`config.mk`:
```
export PLATFORM = sky130hd
export DESIGN_NAME = fuse_ctrl
export DESIGN_NICKNAME = d
export VERILOG_FILES = /design/src/rtl/fuse_pkg.sv /design/src/rtl/fuse_regs.sv /design/src/rtl/fuse_unlock.sv /design/src/rtl/fuse_seq.sv /design/src/rtl/fuse_array.sv /design/src/rtl/fuse_ctrl.sv
export SDC_FILE = /design/constraint.sdc
export NUM_CORES = 2
export LEC_CHECK = 0
export CAP_MARGIN = 20
export CORE_MARGIN = 3
export CORE_UTILIZATION = 45
export DETAILED_ROUTE_END_ITERATION = 7
export GPL_TIMING_DRIVEN = 0
export SYNTH_ARGS = -nofsm -noshare
export SYNTH_HDL_FRONTEND = slang
export SYNTH_SLANG_ARGS = --single-unit
```
`constraint.sdc`:
```
create_clock -name clk -period 5.6 [get_ports clk]
set_clock_uncertainty 0.1 [all_clocks]
set_input_delay 0.84 -clock clk [delete_from_list [all_inputs] [get_ports clk]]
set_output_delay 0.84 -clock clk [all_outputs]
set_load 0.05 [all_outputs]
```
`src/rtl/fuse_pkg.sv`:
```
package fuse_pkg;
  localparam int WORD_W  = 32;
  localparam int OP_W    = 6;
  localparam int ADDR_W  = 16;
  localparam int REG_AW  = 6;
  localparam int KEY_LEN = 4;

  localparam logic [OP_W-1:0] OP_READ   = 6'h00;
  localparam logic [OP_W-1:0] OP_ARM    = 6'h02;
  localparam logic [OP_W-1:0] OP_DISARM = 6'h03;
  localparam logic [OP_W-1:0] OP_BURN   = 6'h0A;

  localparam logic [REG_AW-1:0] OFS_MODE  = 6'h00;
  localparam logic [REG_AW-1:0] OFS_OP    = 6'h04;
  localparam logic [REG_AW-1:0] OFS_GO    = 6'h08;
  localparam logic [REG_AW-1:0] OFS_STAT  = 6'h0C;
  localparam logic [REG_AW-1:0] OFS_RDATA = 6'h10;
  localparam logic [REG_AW-1:0] OFS_ADDR  = 6'h28;
  localparam logic [REG_AW-1:0] OFS_WDATA = 6'h2C;

  localparam int STAT_DONE_BIT  = 1;
  localparam int STAT_ARMED_BIT = 2;

  typedef enum logic {SEQ_IDLE, SEQ_BUSY} seq_state_t;

  // Expected key for each step of the arm sequence
  function automatic logic [WORD_W-1:0] arm_key(input logic [1:0] step);
    case (step)
      2'd0:    arm_key = 32'h0000_000F;
      2'd1:    arm_key = 32'h0000_0004;
      2'd2:    arm_key = 32'h0000_0008;
      default: arm_key = 32'h0000_000D;
    endcase
  endfunction

  function automatic int ones_in(input logic [WORD_W-1:0] w);
    int n;
    n = 0;
    for (int i = 0; i < WORD_W; i++) n += int'(w[i]);
    return n;
  endfunction

  // Cycles from start-write edge to done for one operation
  function automatic int op_cycles(input logic [OP_W-1:0] op, input logic [WORD_W-1:0] w,
                                   input int base, input int per_bit,
                                   input int rd, input int ctrl);
    case (op)
      OP_READ: return rd;
      OP_BURN: return base + per_bit * ones_in(w);
      default: return ctrl;
    endcase
  endfunction
endpackage

```
`src/rtl/fuse_regs.sv`:
```
module fuse_regs
  import fuse_pkg::*;
(
  input  logic              clk,
  input  logic              rst_n,
  input  logic              bus_sel,
  input  logic              bus_wr,
  input  logic [REG_AW-1:0] bus_addr,
  input  logic [WORD_W-1:0] bus_wdata,
  output logic [WORD_W-1:0] bus_rdata,
  input  logic              seq_idle_i,
  input  logic              op_done_i,
  input  logic              armed_i,
  input  logic [WORD_W-1:0] rdata_i,
  output logic              mode_en_o,
  output logic [OP_W-1:0]   op_o,
  output logic [ADDR_W-1:0] addr_o,
  output logic [WORD_W-1:0] wdata_o,
  output logic              launch_o
);
  logic              mode_q, go_q, done_q;
  logic [OP_W-1:0]   op_q;
  logic [ADDR_W-1:0] addr_q;
  logic [WORD_W-1:0] wdata_q;

  // Named bus events
  logic wr_any, go_set, go_clr;
  assign wr_any   = bus_sel && bus_wr;
  assign go_set   = wr_any && (bus_addr == OFS_GO) && bus_wdata[0];
  assign go_clr   = wr_any && (bus_addr == OFS_GO) && !bus_wdata[0];
  assign launch_o = go_set && !go_q && mode_q && seq_idle_i;

  always_ff @(posedge clk) begin
    if (!rst_n) begin
      mode_q  <= 1'b0;
      go_q    <= 1'b0;
      done_q  <= 1'b0;
      op_q    <= '0;
      addr_q  <= '0;
      wdata_q <= '0;
    end else begin
      if (wr_any && bus_addr == OFS_MODE)  mode_q  <= bus_wdata[0];
      if (wr_any && bus_addr == OFS_OP)    op_q    <= bus_wdata[OP_W-1:0];
      if (wr_any && bus_addr == OFS_ADDR)  addr_q  <= bus_wdata[ADDR_W-1:0];
      if (wr_any && bus_addr == OFS_WDATA) wdata_q <= bus_wdata;
      if (go_set) go_q <= 1'b1;
      else if (go_clr) go_q <= 1'b0;
      if (go_clr) done_q <= 1'b0;
      else if (op_done_i) done_q <= 1'b1;
    end
  end

  always_comb begin
    bus_rdata = '0;
    case (bus_addr)
      OFS_MODE:  bus_rdata = WORD_W'(mode_q);
      OFS_OP:    bus_rdata = WORD_W'(op_q);
      OFS_GO:    bus_rdata = WORD_W'(go_q);
      OFS_STAT: begin
        bus_rdata[STAT_DONE_BIT]  = done_q;
        bus_rdata[STAT_ARMED_BIT] = armed_i;
      end
      OFS_RDATA: bus_rdata = rdata_i;
      OFS_ADDR:  bus_rdata = WORD_W'(addr_q);
      OFS_WDATA: bus_rdata = wdata_q;
      default:   bus_rdata = '0;
    endcase
  end

  assign mode_en_o = mode_q;
  assign op_o      = op_q;
  assign addr_o    = addr_q;
  assign wdata_o   = wdata_q;

  AST_DONE_CLEARS_ONLY_ON_STOP: assert property (@(posedge clk) disable iff (!rst_n)
    $fell(done_q) |-> $past(go_clr));
  AST_DONE_HOLDS: assert property (@(posedge clk) disable iff (!rst_n)
    (done_q && !go_clr) |=> done_q);
endmodule

```
`src/rtl/fuse_unlock.sv`:
```
module fuse_unlock
  import fuse_pkg::*;
(
  input  logic              clk,
  input  logic              rst_n,
  input  logic              op_done_i,
  input  logic [OP_W-1:0]   op_cmd_i,
  input  logic [WORD_W-1:0] op_data_i,
  output logic              armed_o
);
  localparam int STEP_W = $clog2(KEY_LEN);

  logic [STEP_W-1:0] step_q;
  logic              armed_q;

  logic arm_evt, disarm_evt, key_hit, last_step;
  assign arm_evt    = op_done_i && (op_cmd_i == OP_ARM);
  assign disarm_evt = op_done_i && (op_cmd_i == OP_DISARM);
  assign key_hit    = (op_data_i == arm_key(2'(step_q)));
  assign last_step  = (step_q == STEP_W'(KEY_LEN - 1));

  always_ff @(posedge clk) begin
    if (!rst_n) begin
      step_q  <= '0;
      armed_q <= 1'b0;
    end else if (disarm_evt) begin
      step_q  <= '0;
      armed_q <= 1'b0;
    end else if (arm_evt) begin
      if (!key_hit) begin
        step_q <= '0;
      end else if (last_step) begin
        step_q  <= '0;
        armed_q <= 1'b1;
      end else begin
        step_q <= step_q + 1'b1;
      end
    end
  end

  assign armed_o = armed_q;

  AST_ARMED_AFTER_FINAL_KEY: assert property (@(posedge clk) disable iff (!rst_n)
    $rose(armed_q) |-> ($past(arm_evt) && $past(last_step) && $past(key_hit)));
  AST_WRONG_KEY_RESTARTS: assert property (@(posedge clk) disable iff (!rst_n)
    (arm_evt && !key_hit) |=> (step_q == '0));
  AST_DISARM_LOCKS: assert property (@(posedge clk) disable iff (!rst_n)
    disarm_evt |=> !armed_q);
endmodule

```
`src/rtl/fuse_seq.sv`:
```
module fuse_seq
  import fuse_pkg::*;
#(
  parameter int IDX_W       = 6,
  parameter int BASE_CYC    = 4,
  parameter int PER_BIT_CYC = 2,
  parameter int READ_CYC    = 3,
  parameter int CTRL_CYC    = 2
) (
  input  logic              clk,
  input  logic              rst_n,
  input  logic              launch_i,
  input  logic              mode_en_i,
  input  logic [OP_W-1:0]   op_i,
  input  logic [IDX_W-1:0]  idx_i,
  input  logic [WORD_W-1:0] data_i,
  input  logic              armed_i,
  output logic              idle_o,
  output logic              op_done_o,
  output logic [OP_W-1:0]   op_cmd_o,
  output logic [IDX_W-1:0]  op_idx_o,
  output logic [WORD_W-1:0] op_data_o,
  output logic              burn_o,
  output logic              fetch_o
);
  localparam int MAX_CYC = BASE_CYC + PER_BIT_CYC * WORD_W + READ_CYC + CTRL_CYC;
  localparam int CNT_W   = $clog2(MAX_CYC + 1);

  seq_state_t        state_q;
  logic [CNT_W-1:0]  cnt_q, load_cnt;
  logic [OP_W-1:0]   cmd_q;
  logic [IDX_W-1:0]  idx_q;
  logic [WORD_W-1:0] data_q;

  assign load_cnt = CNT_W'(op_cycles(op_i, data_i, BASE_CYC, PER_BIT_CYC, READ_CYC, CTRL_CYC) - 1);

  always_ff @(posedge clk) begin
    if (!rst_n) begin
      state_q <= SEQ_IDLE;
      cnt_q   <= '0;
      cmd_q   <= '0;
      idx_q   <= '0;
      data_q  <= '0;
    end else if (state_q == SEQ_IDLE) begin
      if (launch_i) begin
        state_q <= SEQ_BUSY;
        cnt_q   <= load_cnt;
        cmd_q   <= op_i;
        idx_q   <= idx_i;
        data_q  <= data_i;
      end
    end else if (cnt_q == '0) begin
      state_q <= SEQ_IDLE;
    end else begin
      cnt_q <= cnt_q - 1'b1;
    end
  end

  assign idle_o    = (state_q == SEQ_IDLE);
  assign op_done_o = (state_q == SEQ_BUSY) && (cnt_q == '0);
  assign op_cmd_o  = cmd_q;
  assign op_idx_o  = idx_q;
  assign op_data_o = data_q;
  assign burn_o    = op_done_o && (cmd_q == OP_BURN) && armed_i;
  assign fetch_o   = op_done_o && (cmd_q == OP_READ);

  AST_MODE_OFF_STAYS_IDLE: assert property (@(posedge clk) disable iff (!rst_n)
    (state_q == SEQ_IDLE && !mode_en_i) |=> (state_q == SEQ_IDLE));
  AST_COUNT_DOWN_STEPS: assert property (@(posedge clk) disable iff (!rst_n)
    (state_q == SEQ_BUSY && cnt_q != '0) |=> (state_q == SEQ_BUSY && cnt_q == $past(cnt_q) - 1'b1));
  AST_OP_HELD_WHILE_BUSY: assert property (@(posedge clk) disable iff (!rst_n)
    (state_q == SEQ_BUSY && cnt_q != '0) |=> ($stable(cmd_q) && $stable(data_q) && $stable(idx_q)));
endmodule

```
`src/rtl/fuse_array.sv`:
```
module fuse_array
  import fuse_pkg::*;
#(
  parameter int WORDS = 64,
  parameter int IDX_W = 6
) (
  input  logic              clk,
  input  logic              rst_n,
  input  logic              burn_i,
  input  logic              fetch_i,
  input  logic [IDX_W-1:0]  idx_i,
  input  logic [WORD_W-1:0] data_i,
  output logic [WORD_W-1:0] rdata_o
);
  logic [WORD_W-1:0] mem_q [WORDS];
  logic [WORD_W-1:0] rdata_q;
  logic [WORD_W-1:0] cur_word;

  assign cur_word = mem_q[idx_i];

  always_ff @(posedge clk) begin
    if (!rst_n) begin
      for (int i = 0; i < WORDS; i++) mem_q[i] <= '0;
      rdata_q <= '0;
    end else begin
      if (burn_i)  mem_q[idx_i] <= cur_word | data_i;
      if (fetch_i) rdata_q <= cur_word;
    end
  end

  assign rdata_o = rdata_q;

  AST_FUSE_NEVER_CLEARS: assert property (@(posedge clk) disable iff (!rst_n)
    burn_i |=> ((mem_q[$past(idx_i)] & $past(cur_word)) == $past(cur_word)));
  AST_FETCH_RETURNS_WORD: assert property (@(posedge clk) disable iff (!rst_n)
    fetch_i |=> (rdata_q == $past(cur_word)));
endmodule

```
`src/rtl/fuse_ctrl.sv`:
```
module fuse_ctrl
  import fuse_pkg::*;
#(
  parameter int ARRAY_WORDS = 64,
  parameter int BASE_CYC    = 4,
  parameter int PER_BIT_CYC = 2,
  parameter int READ_CYC    = 3,
  parameter int CTRL_CYC    = 2
) (
  input  logic              clk,
  input  logic              rst_n,
  input  logic              bus_sel,
  input  logic              bus_wr,
  input  logic [REG_AW-1:0] bus_addr,
  input  logic [WORD_W-1:0] bus_wdata,
  output logic [WORD_W-1:0] bus_rdata
);
  localparam int IDX_W = (ARRAY_WORDS > 1) ? $clog2(ARRAY_WORDS) : 1;

  logic              mode_en, launch, seq_idle, op_done, armed, burn, fetch;
  logic [OP_W-1:0]   op_sel, op_cmd;
  logic [ADDR_W-1:0] addr;
  logic [WORD_W-1:0] wdata, op_data, rdata;
  logic [IDX_W-1:0]  op_idx;

  fuse_regs u_regs (
    .clk, .rst_n, .bus_sel, .bus_wr, .bus_addr, .bus_wdata, .bus_rdata,
    .seq_idle_i(seq_idle), .op_done_i(op_done), .armed_i(armed), .rdata_i(rdata),
    .mode_en_o(mode_en), .op_o(op_sel), .addr_o(addr), .wdata_o(wdata), .launch_o(launch)
  );

  fuse_seq #(
    .IDX_W(IDX_W), .BASE_CYC(BASE_CYC), .PER_BIT_CYC(PER_BIT_CYC),
    .READ_CYC(READ_CYC), .CTRL_CYC(CTRL_CYC)
  ) u_seq (
    .clk, .rst_n, .launch_i(launch), .mode_en_i(mode_en), .op_i(op_sel),
    .idx_i(addr[IDX_W-1:0]), .data_i(wdata), .armed_i(armed),
    .idle_o(seq_idle), .op_done_o(op_done), .op_cmd_o(op_cmd), .op_idx_o(op_idx),
    .op_data_o(op_data), .burn_o(burn), .fetch_o(fetch)
  );

  fuse_unlock u_unlock (
    .clk, .rst_n, .op_done_i(op_done), .op_cmd_i(op_cmd), .op_data_i(op_data),
    .armed_o(armed)
  );

  fuse_array #(.WORDS(ARRAY_WORDS), .IDX_W(IDX_W)) u_array (
    .clk, .rst_n, .burn_i(burn), .fetch_i(fetch), .idx_i(op_idx), .data_i(op_data),
    .rdata_o(rdata)
  );

  AST_LOCKED_NO_BURN: assert property (@(posedge clk) disable iff (!rst_n)
    (op_done && op_cmd == OP_BURN && !armed) |-> !burn);
endmodule

```
==> impl_metrics.json <==
{
  "synth-edff-count": 2048,
  "clock-root-buffer": "clkbuf_16",
  "rsz0062_at_grt": "yes",
  "dieArea_mm2": 0.219,
  "port_buffers": 70,
  "period_minus_slack_ns": 5.90,
  "synth.net_count": 7002,
  "area_growth_pct": 16.0,
  "hold_buffers": 0,
  "critPathLaunchType": "flip-flop",
  "layout_common_cells": "2,048 x edfxtp_1, 2,044 x nor2_1, 437 x mux4_2",
  "drive_above_1_share": 0.192,
  "hold_viol": 0,
  "wl_um": 380000,
  "grt_use_total": 0.343,
  "cp.required_ns": 6.25,
  "vias_per_cell": 6.20,
  "ant_nets": 0,
  "cp-endpoint": "u_seq.cnt_q[6]",
  "async_reset_ff_frac": 0,
  "numCtsBuffers": 226,
  "swShare": 0.227,
  "p_leak_nw": 36.3,
  "syn_area_per_cell_um2": 13.9,
  "stdcell_area_mm2": 0.111,
  "internal_power_w": 0.0282,
  "status": "complete, but fails checks",
  "coreArea_mm2": 0.211,
  "pwr-share-seq": 0.518,
  "syn_inst": 6921,
  "comb_power_share": 0.052,
  "final_nets": 7459,
  "clockPowerShare": 0.430,
  "endpoint_kind": "flip-flop",
  "grt_pass1_wl_um": 509000,
  "final_common_cell": "edfxtp_1",
  "die_y_um": 468,
  "violations": "capacitance limit, slew limit, setup timing",
  "cts_buffer_depth": 3,
  "setup_viol": 403,
  "r2r_start": "u_regs.wdata_o[0]",
  "firstDrtPassIters": 6,
  "wl_per_cell_um": 36.3,
  "setup_slack_ns": -0.303,
  "relSlewSlack": -0.0622,
  "grt_pass1_vias": 61400,
  "slew_viol_final": 19,
  "clk_pin_slew_ns": 0.06,
  "drc_errors": 0,
  "tightestPinTransition_ns": 1.59,
  "r2r_cells": 20,
  "cap_viol_max_count": 3,
  "row_count": 168,
  "yosysSeqAreaShare": 0.671,
  "arrival_ns": 6.55,
  "dpl.cell_count": 9926,
  "p_total_w": 0.0364,
  "hp-class": "flip-flop to flip-flop",
  "r2r_end": "u_seq.cnt_q[6]",
  "ys.flop_type": "edfxtp_1",
  "cts.sink_count": 2198,
  "synth_warnings": 0,
  "ys_types": 65,
  "min_period_over_period": 1.05,
  "dpl_cell_area_mm2": 0.103,
  "p_switching_w": 0.00828,
  "num_io_pins": 74,
  "vias": 64900,
  "htree_levels": 4,
  "die_x_um": 468,
  "r2r_setup_slack_ns": -0.30,
  "cts_tree": "built",
  "grt.overflow.total": 0,
  "post-dp-hpwl_um": 286000,
  "vdd_drop_max_v": 0.000305,
  "crit_path_start": "u_regs.wdata_o[0]",
  "clkLatencyLatePin_ns": 0.89,
  "start_util": 0.455,
  "fin_cells": 10500,
  "synthesis.area_mm2": 0.0961,
  "critPathKind": "flip-flop to flip-flop",
  "setup_tns_ns": -30.75,
  "powerDensity_mw_per_mm2": 327,
  "cp_max_fo": 3,
  "drtIter0Drc": 10200,
  "max_freq_mhz": 169,
  "synth_seq_cells": 2198,
  "antenna_found_initial": 46,
  "grt_max_degree": 33,
  "gp_congestion": 1.11
}
-- timing repair --
| item | CTS | global route |
|---|---|---|
| gates cloned | 0 | 0 |
| pin swaps | 7 | 13 |
| buffers inserted | 8 | 11 |
| setup endpoints to repair | 1500 | 378 |
| resized for setup | 44 | 13 |
-- sequential cells by signal, summed over array words and instances, names as in the netlist, named ones only --
signal,flops
u_regs.addr_o,16
u_regs.mode_en_o,1
u_seq.op_data_o,32
u_regs.op_o,6
u_seq.cnt_q,7
u_regs.done_q,1
u_regs.wdata_o,32
u_array.mem_q,2048
u_unlock.armed_o,1
u_unlock.step_q,2
u_seq.op_cmd_o,6
u_seq.state_q,1
u_array.rdata_o,32
u_regs.go_q,1
u_seq.op_idx_o,6
-- final cells by class --
type | count | area, um^2
plain buffers | 644 | 3650
clock buffers | 276 | 6030
well taps | 2805 | 3510
flip-flops and latches | 2198 | 64500
clock inverters | 147 | 1610
repair buffers | 229 | 3430
inverters | 75 | 282
diodes | 88 | 220
fillers | 17800 | 99600
multi-input cells | 4004 | 28200
-- metrics by stage --
step	utilization	hold WS [ns]	setup WS [ns]
floorplan	-	0.316	-0.134
global placement	0.475	0.339	-2.01
detailed placement	0.489	0.334	-0.741
CTS	0.526	0.342	-0.325
global route	0.528	0.369	-0.479
finish	0.528	0.343	-0.303
-- synth_stat cells (all sizes together) (15+ instances only) --
cell type / count / area, um^2
a31oi: 24 / 213
nand3: 47 / 235
a222oi: 15 / 150
or4: 24 / 180
mux2i: 186 / 1860
o22ai: 147 / 920
ha: 15 / 188
mux2: 45 / 507
fa: 24 / 480
or2: 15 / 93.8
nor3: 88 / 460
inv: 75 / 282
mux4: 437 / 9840
nor2b: 35 / 219
nand2: 419 / 1570
clkbuf: 343 / 1290
a211oi: 65 / 751
nor2: 2051 / 7700
nand4: 31 / 194
buf: 301 / 2320
edfxtp: 2048 / 61500
a22o: 18 / 158
a22oi: 33 / 248
a21oi: 155 / 776
o21ai: 36 / 180
dfxtp: 150 / 3000
-- worst min-delay path by stage --
stage | from | end | cells after the start
global placement | u_array.rdata_o[4] | u_array.rdata_o[4] | 2
detailed placement | u_array.rdata_o[2] | u_array.rdata_o[2] | 2
floorplan | u_array.rdata_o[10] | u_array.rdata_o[10] | 2
global route | u_array.rdata_o[2] | u_array.rdata_o[2] | 2
CTS | u_array.rdata_o[2] | u_array.rdata_o[2] | 2
finish | u_array.rdata_o[2] | u_array.rdata_o[2] | 2
-- metal layers --
layer,part of all wire,wire length [um],track usage,vias to the layer above
met5,0.00060,227,0,-
met4,0.071,27000,0.203,22
met3,0.12,46600,0.108,761
met2,0.43,164000,0.497,4256
met1,0.37,142000,0.457,33600
li1,-,-,-,26300
-- cell families (layout without fill, tap and decap cells) --
logic type	Yosys count	after routing	share of synthesized area
AO/OA/AOI/OAI	521	521	0.0379
other	0	88	0
multiplexers	668	668	0.127
XOR/XNOR	11	11	0.00100
buffers and inverters	719	1371	0.0405
AND/OR/NAND/NOR	2765	2765	0.115
flip-flops	2198	2198	0.671
adder cells (fa/ha/maj)	39	39	0.00695
-- worst max-delay path: stages (launching register included) --
cell and delay [ns]:
dfxtp_4 0.35, inv_2 0.04, fa_1 0.55, fa_1 0.45, fa_1 0.52, fa_1 0.43, fa_1 0.52, fa_1 0.44
fa_1 0.51, inv_2 0.04, ha_4 0.15, fa_2 0.38, xor2_4 0.18, ha_4 0.19, buf_4 0.14, nand2b_1 0.07
a21oi_1 0.04, o21ai_0 0.21, o211a_1 0.22, nand3b_1 0.08, and3_1 0.18
-- power groups by stage --
stage | combinational (W) | clock [W] | sequential [W]
final | 0.00189 | 0.0157 | 0.0189
after global routing | 0.00191 | 0.0163 | 0.0189
after CTS | 0.00182 | 0.0157 | 0.0189
after detailed placement | 0.00180 | 0 | 0.0192
after global placement | 0.00161 | 0 | 0.0192
after floorplan | 0.000871 | 0 | 0.0191
Note: power is estimated with default switching activity, not from simulation.
